--- config.mk ---
export PLATFORM = sky130hd
export DESIGN_NAME = pattern_mac_filter
export DESIGN_NICKNAME = d
export VERILOG_FILES = /design/src/rtl/pmf_pkg.sv /design/src/rtl/pmf_byte_check.sv /design/src/rtl/pmf_accum.sv /design/src/rtl/pattern_mac_filter.sv
export SDC_FILE = /design/constraint.sdc
export NUM_CORES = 1
export LEC_CHECK = 0
export BUFFER_PORTS_ARGS = -buffer_cell sky130_fd_sc_hd__buf_4
export CAP_MARGIN = 20
export CORE_AREA = 2 2 39 41
export DETAILED_ROUTE_END_ITERATION = 10
export DIE_AREA = 0 0 41 43
export PLACE_DENSITY = 0.45
export SLEW_MARGIN = 20
export SYNTH_ARGS = -nofsm -noshare
export SYNTH_HDL_FRONTEND = slang
export SYNTH_SLANG_ARGS = --single-unit
--- constraint.sdc ---
create_clock -name clk -period 1.04 [get_ports clk]
set_clock_uncertainty 0.05 [all_clocks]
set_input_delay 0.104 -clock clk [delete_from_list [all_inputs] [get_ports clk]]
set_output_delay 0.104 -clock clk [all_outputs]
set_load 0.01 [all_outputs]
--- src/rtl/pmf_pkg.sv ---
package pmf_pkg;

    // Filter state carried from one cycle to the next
    typedef struct packed {
        logic flag;  // running AND of the per-byte results
        logic done;  // decision for this frame has been taken
        logic drop;  // registered drop request
    } pmf_state_t;

    localparam pmf_state_t PMF_IDLE = '{flag: 1'b1, done: 1'b0, drop: 1'b0};

endpackage

--- src/rtl/pmf_byte_check.sv ---
module pmf_byte_check #(
    parameter int DATA_W    = 8,
    parameter int IDX_W     = 3,
    parameter int FIELD_LSB = 2
) (
    input  logic [DATA_W-1:0] byte_i,
    input  logic [IDX_W-1:0]  idx_i,
    output logic              byte_ok_o
);
    localparam int FIELD_MSB = FIELD_LSB + IDX_W - 1;
    localparam int CHOICE_BIT = 0;

    logic [DATA_W-1:0] fixed_mask_d;
    logic [IDX_W-1:0]  field_d;
    logic              fixed_ok_d;
    logic              own_hit_d;
    logic              bcast_hit_d;

    // Bits that must read one whichever address the byte belongs to
    for (genvar b = 0; b < DATA_W; b++) begin : g_mask
        if (b == CHOICE_BIT || (b >= FIELD_LSB && b <= FIELD_MSB)) begin : g_var
            assign fixed_mask_d[b] = 1'b0;
        end else begin : g_fix
            assign fixed_mask_d[b] = 1'b1;
        end
    end

    always_comb begin
        field_d     = byte_i[FIELD_MSB:FIELD_LSB];
        fixed_ok_d  = &(byte_i | ~fixed_mask_d);
        own_hit_d   = !byte_i[CHOICE_BIT] && (field_d == ~idx_i);
        bcast_hit_d = byte_i[CHOICE_BIT] && (&field_d);
        byte_ok_o   = fixed_ok_d && (own_hit_d || bcast_hit_d);
    end

    // a byte with a cleared always-one bit can never pass
    always_comb begin
        if (!fixed_ok_d) begin
            a_r6_fixed_bits: assert (!byte_ok_o)
                else $error("byte passed with a cleared fixed bit");
        end
    end

endmodule

--- src/rtl/pmf_accum.sv ---
module pmf_accum
    import pmf_pkg::*;
#(
    parameter int IDX_W      = 3,
    parameter int ADDR_BYTES = 6
) (
    input  logic             clk,
    input  logic             rst_n,
    input  logic             sel_i,
    input  logic             stb_i,
    input  logic [IDX_W-1:0] idx_i,
    input  logic             byte_ok_i,
    output logic             flag_o,
    output logic             drop_o
);
    localparam logic [IDX_W-1:0] LAST_IDX = IDX_W'(ADDR_BYTES - 1);

    pmf_state_t st_d, st_q;
    logic       in_win_d;
    logic       merged_d;

    always_comb begin
        st_d     = st_q;
        in_win_d = int'(idx_i) < ADDR_BYTES;
        merged_d = st_q.flag & byte_ok_i;
        if (!sel_i) begin
            st_d = PMF_IDLE;
        end else if (stb_i && !st_q.done && in_win_d) begin
            st_d.flag = merged_d;
            if (idx_i == LAST_IDX) begin
                st_d.done = 1'b1;
                st_d.drop = !merged_d;
            end
        end
    end

    always_ff @(posedge clk) begin
        if (!rst_n) begin
            st_q <= PMF_IDLE;
        end else begin
            st_q <= st_d;
        end
    end

    assign flag_o = st_q.flag;
    assign drop_o = st_q.drop;

    // idle select restores the accept flag and clears the request
    a_r9_idle_flag: assert property (@(posedge clk) disable iff (!rst_n)
        !sel_i |=> st_q.flag);
    a_r9_idle_drop: assert property (@(posedge clk) disable iff (!rst_n)
        !sel_i |=> !st_q.drop);
    // a cleared flag stays cleared while the frame continues
    a_r5_flag_sticky: assert property (@(posedge clk) disable iff (!rst_n)
        (sel_i && !st_q.flag) |=> !st_q.flag);
    // a new drop request only follows a strobe of the last window byte
    a_r7_drop_origin: assert property (@(posedge clk) disable iff (!rst_n)
        (st_q.drop && !$past(st_q.drop)) |-> $past(sel_i && stb_i && idx_i == LAST_IDX));
    // the request holds for the rest of the frame
    a_r8_drop_hold: assert property (@(posedge clk) disable iff (!rst_n)
        (sel_i && st_q.drop) |=> st_q.drop);
    // no request before the decision is taken
    a_r11_drop_after_done: assert property (@(posedge clk) disable iff (!rst_n)
        st_q.drop |-> st_q.done);

endmodule

--- src/rtl/pattern_mac_filter.sv ---
module pattern_mac_filter #(
    parameter int DATA_W     = 8,
    parameter int IDX_W      = 3,
    parameter int ADDR_BYTES = 6,
    parameter int FIELD_LSB  = 2
) (
    input  logic              clk,
    input  logic              rst_n,
    input  logic              frame_sel,
    input  logic [DATA_W-1:0] rx_byte,
    input  logic              rx_stb,
    input  logic [IDX_W-1:0]  rx_idx,
    output logic              accept,
    output logic              drop_req
);
    logic byte_ok;

    pmf_byte_check #(
        .DATA_W   (DATA_W),
        .IDX_W    (IDX_W),
        .FIELD_LSB(FIELD_LSB)
    ) u_check (
        .byte_i   (rx_byte),
        .idx_i    (rx_idx),
        .byte_ok_o(byte_ok)
    );

    pmf_accum #(
        .IDX_W     (IDX_W),
        .ADDR_BYTES(ADDR_BYTES)
    ) u_accum (
        .clk      (clk),
        .rst_n    (rst_n),
        .sel_i    (frame_sel),
        .stb_i    (rx_stb),
        .idx_i    (rx_idx),
        .byte_ok_i(byte_ok),
        .flag_o   (accept),
        .drop_o   (drop_req)
    );

endmodule

==> out/results.txt, run 1 <==
Synth Instances: 20
Post-layout nets: 59
r2r endpoint: u_accum.drop_o
Setup crit start: u_accum.st_q[1]
period utilization: 96.2%
remaining antenna violation count: 0
Final Critical Period: 1000 ps
Worst-Skew Late Latency: 240 ps
Seq/Total Area, Yosys: 31.8%
worst r2r src: u_accum.st_q[1]
Worst Hold End: u_accum.flag_o
Worst EP required: 1110 ps
diodes inserted: 0
Unique masters post-synth: 12
Ys Warns: 0
TritonCTS clock tree: yes
final hold viol count: 0
CTS Hold Buffers Added: 0
I/O pin cnt: 17
crit path kind: reg -> reg
Via density: 4.25
setup ws final: 39.6 ps
GR Overflow Total: 0
Reg clk slew, reported paths: 40 ps
maximum clock rate: 1000 MHz
Detailed Routing Iterations Pass 1: 4
crit path DAT: 1070 ps
IO buf count: 16
Routed WL per cell: 9.73 um
vias: 251
Slew HR: 79.5%
syn avg cell area: 9.45 um2
total power: 427 uW
Synth-to-Final Area Change: 109%
post-route cell area: 394 um2
worst hold start: frame_sel
total die area: 1760 um2
Setup crit end kind: flop
DP Area: 358 um2
Crit Path Max Fanout: 2
final RePlAce weighted congestion: 0.659
pwr/cell area: 1080 nW/um2
status: complete, no violations
pre-CTS setup slack: -119 ps
Final Slew Violations: 0
hold slack: 23.8 ps
hpwl dp: 461 um
Starting Density: 13.7%
Setup-failing EPs final: 0
Die Span Y: 43 um
DRT iter0 DRCs: 5
syn_nets: 35
TNS Setup: 0 ps
# H-tree levels: 1
core region area: 1380 um2
measured slew at the worst slew-check pin: 304 ps
vias in the first global route: 225
CTS Sinks: 3
die width: 41 um
Fill cells: 152
Slowest-stage cell, CP: dfxtp_2
Worst Hold Class: in -> reg
clock root buffer: clkbuf_4
worst stage delay on the critical path: 320 ps
max_cap viols: 0
std cell rows: 14
commonest non-fill, non-tap cells in the layout: 19 x buf_4, 3 x nand2_1, 3 x xnor2_1, 3 x clkbuf_4
reg-to-reg setup timing slack: 40 ps
VDD IR-drop max: 0.432 mV
CP Cell Sequence: nor4b_4 -> nand3b_1 -> o2111a_1
Reg2Reg Depth: 3
pin count of the biggest net entering global routing: 4
crit start category: flop
most common cell after layout, fill and taps aside: buf_4
first-pass GRT wire length: 807 um
Overall Global Routing Usage: 6.93%
Synth Register Bits: 3
WL final: 574 um
worst hold stages: 2
drt drc: 0
Mapped Area: 189 um2
RSZ-0062 raised after global routing: yes
layout cells sized above 1: 58.1%
number of buffers created by CTS: 3
clock buffer depth: 2
leak pwr: 0.000194 uW
initial antenna violation count: 0
-- metrics by stage --
stage / utilization, % / instances
6_report: 28.5 / 59
5_1_grt: 28.5 / 59
4_1_cts: 28.4 / 59
3_5_place_dp: 25.9 / 55
3_3_place_gp: 25.9 / 55
2_1_floorplan: - / 20
-- state kept, by name, summed over array words and instances (netlist names) --
name and count:
u_accum.st_q 1, u_accum.drop_o 1, u_accum.flag_o 1
-- worst max path at each step --
stage | end | cells past startpoint
2_1_floorplan | u_accum.drop_o | 3
3_3_place_gp | u_accum.drop_o | 5
3_5_place_dp | u_accum.drop_o | 5
4_1_cts | u_accum.drop_o | 3
5_1_grt | u_accum.drop_o | 3
6_report | u_accum.drop_o | 3
-- per-layer routing --
| layer | track usage (%) | up-vias | routed length, um | part of all wire [%] |
|---|---|---|---|---|
| met2 | 7.81 | 20 | 197 | 34 |
| li1 | - | 125 | - | - |
| met4 | 2.00 | 0 | 0 | 0 |
| met5 | 0 | - | 0 | 0 |
| met3 | 6.28 | 0 | 102 | 18 |
| met1 | 9.32 | 106 | 274 | 48 |
-- critical path, delay by kind of cell, from the launching register on --
family,cells,cell delay [ps]
compound gates,1,150
flops,1,320
simple gates,2,360
-- kinds of logic after synthesis --
kind of cell / after synthesis / synth area share, %
compound gates: 3 / 19.9
xor+xnor: 3 / 13.9
flops: 3 / 31.8
simple gates: 11 / 34.4
-- where the power goes --
group	leakage (uW)	total, uW	internal, uW	switching [uW]
combinational	0.000154	93.3	59.3	34.0
clock	0.0000150	213	144	68.2
sequential	0.0000249	121	119	2.27
total	0.000194	427	322	104
-- synthesized netlist by cell type --
library cell / number / share of area, %
and3_1: 1 / 3.3
dfxtp_1: 3 / 32
nand2_1: 3 / 6.0
nand2b_1: 1 / 3.3
nand3_1: 1 / 2.6
nand3b_1: 2 / 7.9
nand4_1: 2 / 6.6
nor4b_1: 1 / 4.6
o2111a_1: 1 / 6.0
o211a_1: 1 / 5.3
o41ai_2: 1 / 8.6
xnor2_1: 3 / 14
-- cell type report --
cell class / count / area (um2) / share of cell area, %
repair buffers: 19 / 143 / 36.2
multi-input cells: 17 / 144 / 36.5
clock buffers: 4 / 26.3 / 6.67
well taps: 16 / 20.0 / 5.08
flip-flops and latches: 3 / 61.3 / 15.6
-- what timing repair did --
| item | 4_1_cts | 5_1_grt |
|---|---|---|
| hold endpoints to repair | 0 | 0 |
| gates resized for setup | 1 | 1 |
| endpoints found under the setup margin | 2 | 1 |
| pin swaps | 1 | 0 |
| setup buffers | 0 | 0 |
(Power assumes the default switching activity.)
==> inputs of run 2 (changes only) <==
Settings changed: BUFFER_PORTS_ARGS -buffer_cell sky130_fd_sc_hd__buf_4 to -buffer_cell sky130_fd_sc_hd__buf_2.
==> run 2 against run 1 <==
Sequential power is essentially flat; register-to-register slack gained 20 ps; clock power shrank 3%; routed wire length shrank 4.0%; worst hold slack lost 2.2 ps; die area is the same; combinational power shrank 14%; via count grew 0.80%; utilization shrank 2.4 points; clock-buffer cell count is the same; final cell count grew 1.7%.
==> out/results.txt, run 2 (synthesized netlist as in run 1, its figures left out) <==
total die area: 1760 um2 (unchanged)
Worst Hold Class: in -> reg (unchanged)
layout cells sized above 1: 56.8% (was 58.1%)
Detailed Routing Iterations Pass 1: 4 (unchanged)
measured slew at the worst slew-check pin: 302 ps (was 304 ps)
I/O pin cnt: 17 (unchanged)
Slew HR: 79.7% (was 79.5%)
maximum clock rate: 1020 MHz (was 1000 MHz)
vias in the first global route: 228 (was 225)
crit start category: flop (unchanged)
WL final: 551 um (was 574 um)
setup ws final: 58.3 ps (was 39.6 ps)
IO buf count: 16 (unchanged)
CTS Sinks: 3 (unchanged)
hold slack: 21.5 ps (was 23.8 ps)
TritonCTS clock tree: yes (unchanged)
Reg clk slew, reported paths: 40 ps (about the same)
pin count of the biggest net entering global routing: 4 (unchanged)
Via density: 4.22 (was 4.25)
DRT iter0 DRCs: 4 (was 5)
Worst EP required: 1170 ps (was 1110 ps)
TNS Setup: 0 ps (unchanged)
std cell rows: 14 (unchanged)
Most Crowded Layer GR: met1 (unchanged)
Routed WL per cell: 9.18 um (was 9.73 um)
Final Critical Period: 982 ps (was 1000 ps)
die width: 41 um (unchanged)
diodes inserted: 0 (unchanged)
first-pass GRT wire length: 841 um (was 807 um)
Cell Count Post-Placement: 56 (was 55)
crit path kind: reg -> reg (unchanged)
final hold viol count: 0 (unchanged)
Final Slew Violations: 0 (unchanged)
clock root buffer: clkbuf_4 (unchanged)
Post-layout nets: 60 (was 59)
clock buffer depth: 2 (unchanged)
RSZ-0062 raised after global routing: no (was yes)
Post-CTS Setup Bufs: 0 (unchanged)
Overall Global Routing Usage: 7.11% (was 6.93%)
# H-tree levels: 1 (unchanged)
initial antenna violation count: 0 (unchanged)
final RePlAce weighted congestion: 0.657 (was 0.659)
Synth-to-Final Area Change: 90.7% (was 109%)
most common cell after layout, fill and taps aside: buf_2 (was buf_4)
hpwl dp: 468 um (was 461 um)
final cell count without fillers: 60 (was 59)
GR Overflow Total: 0 (unchanged)
max_cap viols: 0 (unchanged)
post-route cell area: 360 um2 (was 394 um2)
Worst-Skew Late Latency: 230 ps (was 240 ps)
met2 usage: 8.44% (was 7.81%)
remaining antenna violation count: 0 (unchanged)
number of buffers created by CTS: 3 (unchanged)
VDD IR-drop max: 0.361 mV (was 0.432 mV)
vias: 253 (was 251)
status: complete, no violations (unchanged)
crit path DAT: 1110 ps (was 1070 ps)
Crit Path Max Fanout: 2 (unchanged)
routing usage on met1: 9.90% (was 9.32%)
Die Span Y: 43 um (unchanged)
drt drc: 0 (unchanged)
leak pwr: 0.000184 uW (was 0.000194 uW)
Setup-failing EPs final: 0 (unchanged)
core region area: 1380 um2 (unchanged)
Starting Density: 13.7% (unchanged)
pre-CTS setup slack: -132 ps (was -119 ps)
GRT met3 Usage: 2.09% (was 6.28%)
commonest non-fill, non-tap cells in the layout: 16 x buf_2, 4 x buf_4 (was 19 x buf_4, 3 x nand2_1, 3 x xnor2_1, 3 x clkbuf_4)
period utilization: 94.4% (was 96.2%)
DP Area: 325 um2 (was 358 um2)
pwr/cell area: 1130 nW/um2 (was 1080 nW/um2)
Setup crit end kind: flop (unchanged)
[run 2: changes by cell type in the layout (fill, tap and decap cells not counted), sizes merged]
cell | previous run | this run
buf | 19 | 20
[run 2: routing by layer]
metal,vias to the layer above,part of all wire (%)
met2,19,38
met1,107,49
met4,0,0
li1,127,-
met5,-,0
met3,0,14
[run 2: worst paths after layout]
kind	startpoint	to	slack, ps	depth (start not counted)
hold / removal	frame_sel	u_accum.flag_o	20	2
hold reg to reg	u_accum.flag_o	u_accum.flag_o	450	2
setup reg to reg	u_accum.st_q[1]	u_accum.drop_o	60	3
setup / recovery	u_accum.st_q[1]	u_accum.drop_o	60	3
[run 2: metrics by stage]
stage,power [uW],util (%)
after floorplan,151,-
after global placement,199,23.5
after detailed placement,200,23.5
after CTS,419,25.4
after global routing,437,26.0
final,409,26.0
[run 2: cell type report]
cell class	instances	area (um2)
Fill cell	151	1020
Multi-Input combinational cell	17	144
Timing Repair Buffer	20	110
Sequential cell	3	60.1
Clock buffer	4	26.3
Tap cell	16	20.0
[run 2: where the power goes]
group	switching, uW	leakage (uW)	total (uW)	internal (uW)
Combinational	34.9	0.000145	80.5	45.6
Sequential	2.08	0.0000244	121	119
Clock	63.4	0.0000150	207	144
Total	100	0.000184	409	308
[run 2: critical path, stage by stage (launching register included)]
cell and delay, ps:
dfxtp_1 330, nor4b_4 240, buf_4 160, o2111a_1 160
[run 2: timing repair]
| action | 4_1_cts | 5_1_grt |
|---|---|---|
| hold buffers | 0 | 0 |
| setup endpoints to repair | 2 | 2 |
| resized for setup | 0 | 1 |
| pin swaps | 1 | 0 |
==> inputs of run 3 (changes only) <==
Settings changed: PLACE_DENSITY 0.45 to default.
==> run 3 against run 2 <==
Maximum frequency decreased by 1.2%; worst hold slack better by 13 ps; routed wire length increased by 5.4%; critical endpoint unchanged; highest routed layer unchanged.
==> out/results.txt, run 3 (synthesized netlist as in run 1, its figures left out) <==
measured slew at the worst slew-check pin: 319 ps (was 302 ps)
Synth-to-Final Area Change: 95.4% (was 90.7%)
max_cap viols: 0 (unchanged)
Routed WL per cell: 9.52 um (was 9.18 um)
Fill cells: 155 (was 151)
Worst EP required: 1110 ps (was 1170 ps)
initial antenna violation count: 0 (unchanged)
Die Span Y: 43 um (unchanged)
RSZ-0062 raised after global routing: yes (was no)
clock buffer depth: 2 (unchanged)
Final Slew Violations: 0 (unchanged)
WL final: 581 um (was 551 um)
std cell rows: 14 (unchanged)
CTS Hold Buffers Added: 0 (unchanged)
Setup crit end kind: flop (unchanged)
Post-CTS Setup Bufs: 0 (unchanged)
vias: 255 (was 253)
final RePlAce weighted congestion: 0.677 (was 0.657)
Worst Hold Class: in -> reg (unchanged)
drt drc: 0 (unchanged)
vias in the first global route: 281 (was 228)
TritonCTS clock tree: yes (unchanged)
pwr/cell area: 1100 nW/um2 (was 1130 nW/um2)
commonest non-fill, non-tap cells in the layout: 16 x buf_2, 5 x buf_4, 3 x nand2_1, 3 x xnor2_1, 3 x clkbuf_4 (was 16 x buf_2, 4 x buf_4)
TNS Setup: 0 ps (unchanged)
Overall Global Routing Usage: 8.02% (was 7.11%)
Via density: 4.18 (was 4.22)
total die area: 1760 um2 (unchanged)
pin count of the biggest net entering global routing: 4 (unchanged)
Slew HR: 78.5% (was 79.7%)
Final Critical Period: 993 ps (was 982 ps)
Crit Path Max Fanout: 2 (unchanged)
final hold viol count: 0 (unchanged)
die width: 41 um (unchanged)
period utilization: 95.5% (was 94.4%)
most common cell after layout, fill and taps aside: buf_2 (unchanged)
footprint of the multi-input gates: 144 um2 (unchanged)
diodes inserted: 0 (unchanged)
crit start category: flop (unchanged)
Top delay family on crit path: simple AND/OR/NAND/NOR gates (was flip-flops)
VDD IR-drop max: 0.841 mV (was 0.361 mV)
leak pwr: 0.000190 uW (was 0.000184 uW)
worst stage delay on the critical path: 320 ps (was 330 ps)
crit path DAT: 1060 ps (was 1110 ps)
layout cells sized above 1: 60.0% (was 56.8%)
Detailed Routing Iterations Pass 1: 4 (unchanged)
Post-layout nets: 61 (was 60)
Slowest-stage cell, CP: dfxtp_2 (was dfxtp_1)
total power: 406 uW (was 409 uW)
IO buf count: 16 (unchanged)
hpwl dp: 467 um (was 468 um)
Worst-Skew Late Latency: 230 ps (about the same)
status: complete, no violations (unchanged)
crit path kind: reg -> reg (unchanged)
clock root buffer: clkbuf_4 (unchanged)
register area: 61.3 um2 (was 60.1 um2)
number of buffers created by CTS: 3 (unchanged)
Setup-failing EPs final: 0 (unchanged)
maximum clock rate: 1010 MHz (was 1020 MHz)
Reg clk slew, reported paths: 40 ps (about the same)
# H-tree levels: 1 (unchanged)
setup ws final: 46.7 ps (was 58.3 ps)
pre-CTS setup slack: -142 ps (was -132 ps)
core region area: 1380 um2 (unchanged)
Starting Density: 13.7% (unchanged)
Crit path buffers/inverters: 0 (was 1)
first-pass GRT wire length: 972 um (was 841 um)
hold slack: 34.9 ps (was 21.5 ps)
I/O pin cnt: 17 (unchanged)
remaining antenna violation count: 0 (unchanged)
DRT iter0 DRCs: 4 (unchanged)
CP Cell Sequence: nor4b_4 -> nand3b_1 -> o2111a_1 (was nor4b_4 -> buf_4 -> o2111a_1)
GR Overflow Total: 0 (unchanged)
CTS Sinks: 3 (unchanged)
-- run 3: through the flow --
stage               utilization (%)  std cells  area (um2)
floorplan                         -         20         195
global placement               24.1         57         333
detailed placement             24.1         57         333
CTS                            26.6         61         368
global route                   26.7         61         369
finish                         26.7         61         369
-- run 3: final timing paths --
| check | start | end | slack [ps] | cells after the start |
|---|---|---|---|---|
| hold reg to reg | u_accum.flag_o | u_accum.flag_o | 450 | 2 |
| setup / recovery | u_accum.st_q[1] | u_accum.drop_o | 50 | 3 |
| hold / removal | frame_sel | u_accum.flag_o | 30 | 2 |
| setup reg to reg | u_accum.st_q[1] | u_accum.drop_o | 50 | 3 |
-- run 3: layout make-up --
type                       instances  area share, %
clock buffer                       4           7.12
timing repair buffer              21           31.9
sequential                         3           16.6
tap                               16           5.42
multi-input combinational         17           39.0
-- run 3: per-layer routing --
metal	vias to the layer above	part of all wire (%)	GRT usage [%]
li1	127	-	-
met1	115	42	7.05
met2	13	46	13.8
met3	0	12	5.76
met4	0	0	2.00
met5	-	0	0
-- run 3: power breakdown --
| part | total [uW] | switching (uW) | internal (uW) |
|---|---|---|---|
| logic | 83.4 | 34.9 | 48.5 |
| clock network | 201 | 57.7 | 144 |
| registers | 121 | 2.05 | 119 |
-- run 3: what timing repair did --
| item | 4_1_cts | 5_1_grt |
|---|---|---|
| endpoints found under the setup margin | 2 | 1 |
| pin swaps | 1 | 0 |
| cloned | 0 | 0 |
| gates resized for setup | 1 | 1 |
